**src/rtl/strd_seq_pkg.sv**
```systemverilog
package strd_seq_pkg;
  typedef enum logic [1:0] {
    ST_IDLE = 2'd0,
    ST_RUN  = 2'd1,
    ST_DONE = 2'd2
  } seq_state_e;
endpackage

```
**src/rtl/strd_offset_ctr.sv**
```systemverilog
module strd_offset_ctr #(
  parameter int ADDR_W     = 32,
  parameter int BEAT_BYTES = 8
) (
  input  logic              clk_i,
  input  logic              rst_ni,
  input  logic              clear_i,
  input  logic              adv_i,
  input  logic              wrap_i,
  input  logic [ADDR_W-1:0] size_i,
  output logic              full_o
);
  localparam logic [ADDR_W:0] BEAT_W = (ADDR_W+1)'(BEAT_BYTES);

  logic [ADDR_W-1:0] offset_q;
  logic [ADDR_W:0]   offset_nxt;

  assign offset_nxt = {1'b0, offset_q} + BEAT_W;
  assign full_o     = (offset_nxt == {1'b0, size_i});

  always_ff @(posedge clk_i or negedge rst_ni) begin
    if (!rst_ni)       offset_q <= '0;
    else if (clear_i)  offset_q <= '0;
    else if (adv_i)    offset_q <= wrap_i ? '0 : offset_nxt[ADDR_W-1:0];
  end
endmodule

```
**src/rtl/strd_cursor.sv**
```systemverilog
module strd_cursor #(
  parameter int ADDR_W     = 32,
  parameter int BEAT_BYTES = 8
) (
  input  logic              clk_i,
  input  logic              rst_ni,
  input  logic              load_i,
  input  logic [ADDR_W-1:0] load_addr_i,
  input  logic              adv_i,
  input  logic              region_full_i,
  input  logic [ADDR_W-1:0] step_i,
  input  logic [ADDR_W-1:0] end_i,
  output logic [ADDR_W-1:0] addr_o,
  output logic              region_done_o,
  output logic              final_o
);
  localparam logic [ADDR_W:0] BEAT_W = (ADDR_W+1)'(BEAT_BYTES);

  logic [ADDR_W-1:0] base_q, addr_q;
  logic [ADDR_W:0]   addr_nxt, base_nxt;
  logic              end_hit, base_stop;

  // one extra bit so an overflowing sum still compares as past the bound
  assign addr_nxt      = {1'b0, addr_q} + BEAT_W;
  assign base_nxt      = {1'b0, base_q} + {1'b0, step_i};
  assign end_hit       = (addr_nxt >= {1'b0, end_i});
  assign base_stop     = (step_i == '0) || (base_nxt >= {1'b0, end_i});
  assign region_done_o = region_full_i || end_hit;
  assign final_o       = region_done_o && base_stop;
  assign addr_o        = addr_q;

  always_ff @(posedge clk_i or negedge rst_ni) begin
    if (!rst_ni) begin
      base_q <= '0;
      addr_q <= '0;
    end else if (load_i) begin
      base_q <= load_addr_i;
      addr_q <= load_addr_i;
    end else if (adv_i && !final_o) begin
      if (region_done_o) begin
        base_q <= base_nxt[ADDR_W-1:0];
        addr_q <= base_nxt[ADDR_W-1:0];
      end else begin
        addr_q <= addr_nxt[ADDR_W-1:0];
      end
    end
  end
endmodule

```
**src/rtl/strd_seq.sv**
```systemverilog
module strd_seq
  import strd_seq_pkg::*;
#(
  parameter int ADDR_W      = 32,
  parameter int BEAT_BYTES  = 8,
  parameter int ALIGN_BYTES = 32
) (
  input  logic              clk_i,
  input  logic              rst_ni,
  input  logic              start_i,
  input  logic [ADDR_W-1:0] start_addr_i,
  input  logic [ADDR_W-1:0] end_addr_i,
  input  logic [ADDR_W-1:0] size_i,
  input  logic [ADDR_W-1:0] step_i,
  input  logic              adv_i,
  output logic              valid_o,
  output logic [ADDR_W-1:0] addr_o,
  output logic              last_o,
  output logic              done_o
);
  localparam logic [ADDR_W-1:0] ALIGN_MASK = ~(ADDR_W'(ALIGN_BYTES - 1));

  seq_state_e        state_q;
  logic [ADDR_W-1:0] start_al, end_al, size_al, step_al;
  logic [ADDR_W-1:0] cfg_end_q, cfg_size_q, cfg_step_q;
  logic              launch_ok, fire, region_full, region_done, seq_final;

  assign start_al  = start_addr_i & ALIGN_MASK;
  assign end_al    = end_addr_i   & ALIGN_MASK;
  assign size_al   = size_i       & ALIGN_MASK;
  assign step_al   = step_i       & ALIGN_MASK;
  assign launch_ok = (size_al != '0) && (start_al < end_al);

  always_ff @(posedge clk_i or negedge rst_ni) begin
    if (!rst_ni) begin
      cfg_end_q  <= '0;
      cfg_size_q <= '0;
      cfg_step_q <= '0;
    end else if (start_i) begin
      cfg_end_q  <= end_al;
      cfg_size_q <= size_al;
      cfg_step_q <= step_al;
    end
  end

  assign valid_o = (state_q == ST_RUN);
  assign done_o  = (state_q == ST_DONE);
  assign fire    = valid_o && adv_i;
  assign last_o  = valid_o && seq_final;

  always_ff @(posedge clk_i or negedge rst_ni) begin
    if (!rst_ni)                           state_q <= ST_IDLE;
    else if (start_i)                      state_q <= launch_ok ? ST_RUN : ST_DONE;
    else if (fire && seq_final)            state_q <= ST_DONE;
  end

  strd_cursor #(
    .ADDR_W    (ADDR_W),
    .BEAT_BYTES(BEAT_BYTES)
  ) u_cursor (
    .clk_i        (clk_i),
    .rst_ni       (rst_ni),
    .load_i       (start_i),
    .load_addr_i  (start_al),
    .adv_i        (fire),
    .region_full_i(region_full),
    .step_i       (cfg_step_q),
    .end_i        (cfg_end_q),
    .addr_o       (addr_o),
    .region_done_o(region_done),
    .final_o      (seq_final)
  );

  strd_offset_ctr #(
    .ADDR_W    (ADDR_W),
    .BEAT_BYTES(BEAT_BYTES)
  ) u_offset (
    .clk_i  (clk_i),
    .rst_ni (rst_ni),
    .clear_i(start_i),
    .adv_i  (fire),
    .wrap_i (region_done),
    .size_i (cfg_size_q),
    .full_o (region_full)
  );
endmodule

```
**config.mk**
```make
export PLATFORM = sky130hd
export DESIGN_NAME = strd_seq
export DESIGN_NICKNAME = d
export VERILOG_FILES = /design/src/rtl/strd_seq_pkg.sv /design/src/rtl/strd_offset_ctr.sv /design/src/rtl/strd_cursor.sv /design/src/rtl/strd_seq.sv
export SDC_FILE = /design/constraint.sdc
export NUM_CORES = 1
export LEC_CHECK = 0
export BUFFER_PORTS_ARGS = -buffer_cell sky130_fd_sc_hd__buf_2
export CAP_MARGIN = 30
export CORE_MARGIN = 10
export CORE_UTILIZATION = 48
export DETAILED_ROUTE_END_ITERATION = 8
export GPL_TIMING_DRIVEN = 1
export MAX_ROUTING_LAYER = met4
export PLACE_DENSITY_LB_ADDON = 0.2
export SYNTH_ARGS = -nofsm -noshare
export SYNTH_HDL_FRONTEND = slang
export SYNTH_SLANG_ARGS = --single-unit
```
**constraint.sdc**
```tcl
create_clock -name clk_i -period 5.26 [get_ports clk_i]
set_input_delay 0.789 -clock clk_i [delete_from_list [all_inputs] [get_ports clk_i]]
set_output_delay 0.789 -clock clk_i [all_outputs]
set_load 0.01 [all_outputs]
```
==> flow_metrics.py <==
metrics = {
    "critical_path": {
        "crit_fanout": 3,
        "rr_worst_depth": 22,
        "rrSetupSlack_ns": 0.37,
        "startpoint_type": "register",
        "timing.rr.start": "cfg_step_q[6]",
        "critPathCaptureType": "output port",
        "worst_ep_required_time_ns": 4.47,
        "r2r-end": "u_cursor.base_q[30]",
        "arrival_ns": 4.35,
        "crit_type": "reg -> out",
    },
    "layout": {
        "antenna_cells": 0,
        "area_growth_pct": 18.1,
        "final_cell_area_um2": 14600,
        "instances_no_fill": 1858,
        "nets": 1757,
        "postLayoutCoreUtil_pct": 57.7,
        "drive_gt1_share_pct": 23.2,
    },
    "placed_design": {
        "dp_hpwl_um": 29900,
        "post-place-ws_ns": 0.229,
        "io_buffers": 146,
        "dp.cells": 1818,
        "gp_congestion": 0.971,
        "postPlaceCellArea_um2": 13700,
    },
    "cts": {
        "htreeDepth": 4,
        "clock_latency_ns": 0.45,
        "cts_sinks": 169,
        "hold_buffers": 0,
        "clk_pin_slew_worst_paths_ns": 0.07,
        "cts-root-buf": "clkbuf_16",
        "cts_made_buffers": 17,
        "tritoncts": "yes",
        "clock_tree.buffer_depth": 2,
    },
    "drt": {
        "final_antenna_net_count": 0,
        "viasPerCell": 5.94,
        "drt_first_pass_iters": 6,
        "drt_iter0_drc": 913,
        "wl_per_cell_um": 21.0,
        "wirelength_um": 39000,
        "dr_total_vias": 11028,
        "remaining_drc_errors": 0,
    },
    "worst_hold_path": {
        "hp-class": "in -> async",
    },
    "floorplan": {
        "ios": 167,
        "core_um2": 25300,
        "die_height_um": 180,
        "die-area_um2": 32500,
        "rows": 58,
        "die_width_um": 180,
        "start_util_pct": 48.8,
    },
    "run": {
        "drv_cap": 0,
    },
    "outcome": {
        "outcome": "completed",
    },
    "global_route": {
        "antenna_found_initial": 0,
        "grt_pass1_wl_um": 62000,
        "grt_pass1_vias": 11072,
        "grt_use_total_pct": 24.1,
        "grt_overflow": 0,
        "grt_max_degree": 92,
    },
    "sta": {
        "finalSetupViolCount": 0,
        "maxSlewHeadroom_pct": 38.2,
        "period_share_pct": 97.6,
        "post-route-min-period_ns": 5.13,
        "finClkSkew_ns": 0.0144,
        "worstMarginPinSlew_ns": 0.927,
        "layout_setup_ws_ns": 0.126,
        "tns_ns": 0,
        "slew_viol_final": 0,
        "fmax_ghz": 0.195,
        "hold_violations": 0,
    },
    "yosys": {
        "yosysSeqAreaShare_pct": 34.3,
        "ys_warn_count": 0,
        "syn-num-nets": 1590,
        "yosysUniqueCellTypes": 80,
        "synth_ff_type": "dfrtp_1",
        "syn_area_per_cell_um2": 9.15,
        "synth_area_um2": 12300,
        "synth_edf_count": 0,
        "ys_seq_elements": 169,
        "syn_inst": 1348,
        "synthArstFlopShare_pct": 100,
    },
    "pwr": {
        "peakVddDrop_mv": 0.199,
        "leakagePower_uw": 0.00679,
        "pwr_density_cell_nw_per_um2": 338,
    },
}
cell type report:
type | instances | area, µm²
repair buffers | 205 | 1250
fillers | 2302 | 10700
inverters | 77 | 289
clock buffers | 19 | 453
well taps | 330 | 413
multi-input cells | 1045 | 7770
flip-flops and latches | 169 | 4230
clock inverters | 13 | 154
worst max-delay path by stage:
stage,to,slack (ns),start
global placement,last_o,0.18,cfg_step_q[5]
detailed placement,u_cursor.base_q[30],0.23,cfg_step_q[5]
finish,last_o,0.13,cfg_step_q[6]
CTS,last_o,0.004,cfg_step_q[5]
floorplan,u_cursor.base_q[11],0.78,cfg_step_q[5]
global route,last_o,-0.18,cfg_step_q[12]
state kept, by name (all words and copies together) (netlist names):
| register | flops |
|---|---|
| cfg_end_q | 27 |
| cfg_size_q | 27 |
| cfg_step_q | 27 |
| state_q | 2 |
| u_cursor.addr_o | 30 |
| u_cursor.base_q | 27 |
| u_offset.offset_q | 29 |
critical path: stages (launching register included):
cell	delay (ns)
dfrtp_1	0.46
ha_1	0.35
a211oi_2	0.28
o211ai_1	0.20
and2_4	0.22
nor2b_1	0.17
o31a_1	0.25
buf_4	0.15
xnor2_2	0.13
ha_1	0.29
a21o_1	0.16
a21o_1	0.19
a211oi_1	0.29
o31ai_2	0.11
nand2_1	0.08
nand4_1	0.18
and3_1	0.25
buf_2	0.14
cells by family (layout without fill, tap and decap cells):
family / Yosys count / count (layout) / share of synthesized area, %
flops: 169 / 169 / 34.3
xor+xnor: 83 / 83 / 5.90
compound gates: 338 / 338 / 17.6
mux: 94 / 94 / 8.19
fa+ha+maj: 110 / 110 / 11.2
buf+inv: 134 / 314 / 4.52
simple gates: 420 / 420 / 18.3
stage by stage:
| step | total power [µW] | hold slack, ns |
|---|---|---|
| global placement | 3410 | 0.501 |
| floorplan | 2750 | 0.475 |
| global route | 5200 | 0.490 |
| detailed placement | 3440 | 0.506 |
| finish | 4920 | 0.427 |
| CTS | 4820 | 0.465 |
layout by cell type (no fill, tap or decap), types with 10 or more instances in the layout:
| cell type | count |
|---|---|
| a21o_1 | 29 |
| a21oi_1 | 75 |
| a31oi_1 | 18 |
| and3_1 | 29 |
| buf_2 | 144 |
| buf_4 | 54 |
| clkbuf_16 | 17 |
| dfrtp_1 | 167 |
| ha_1 | 103 |
| inv_1 | 76 |
| mux2_2 | 54 |
| mux2i_1 | 39 |
| nand2_1 | 103 |
| nand2b_1 | 25 |
| nand3_1 | 52 |
| nand4_1 | 26 |
| nor2_1 | 61 |
| nor2b_1 | 14 |
| nor3_1 | 22 |
| nor4_1 | 25 |
| o211ai_1 | 21 |
| o21ai_0 | 88 |
| or3_1 | 10 |
| xnor2_1 | 44 |
| xor2_1 | 33 |
cell usage after synthesis, drive strengths merged, types with 5 or more instances:
cell type	count	area share, %
ha	109	11
a21oi	78	3.2
o311a	8	0.65
nor4	27	1.4
nand4	28	1.6
buf	32	1.4
a21boi	5	0.30
clkbuf	25	0.76
o211ai	21	1.3
a22o	6	0.43
and4	8	0.57
or3	10	0.51
mux2	55	5.0
a31oi	19	0.96
nor2b	14	0.71
a21o	29	1.8
a211oi	11	0.67
inv	76	2.3
nand2	104	3.3
xnor2	48	3.4
and2	9	0.46
nor2	67	2.2
nor3	27	1.3
and3	29	1.5
a2111oi	7	0.50
o21a	7	0.43
mux2i	39	3.2
xor2	35	2.5
o21ai	96	3.9
nand3	57	2.4
nand2b	25	1.3
dfrtp	169	34
routing by layer:
layer | wire, µm | track usage [%] | up-vias
li1 | - | - | 5302
met1 | 18000 | 31.9 | 5354
met2 | 18100 | 37.9 | 325
met3 | 1990 | 3.71 | 47
met4 | 841 | 6.23 | 0
met5 | 0 | - | -
what timing repair did:
item,4_1_cts,5_1_grt
endpoints found under the setup margin,1,35
setup buffers,3,5
resized for setup,11,40
endpoints found under the hold margin,0,0
pin swaps,4,15
where the power goes:
group / internal, µW / switching, µW / leakage [µW]
clock network: 738 / 603 / 0.000292
logic: 866 / 1110 / 0.00443
registers: 1440 / 163 / 0.00207
No activity file was read; power rests on OpenSTA's default activity.
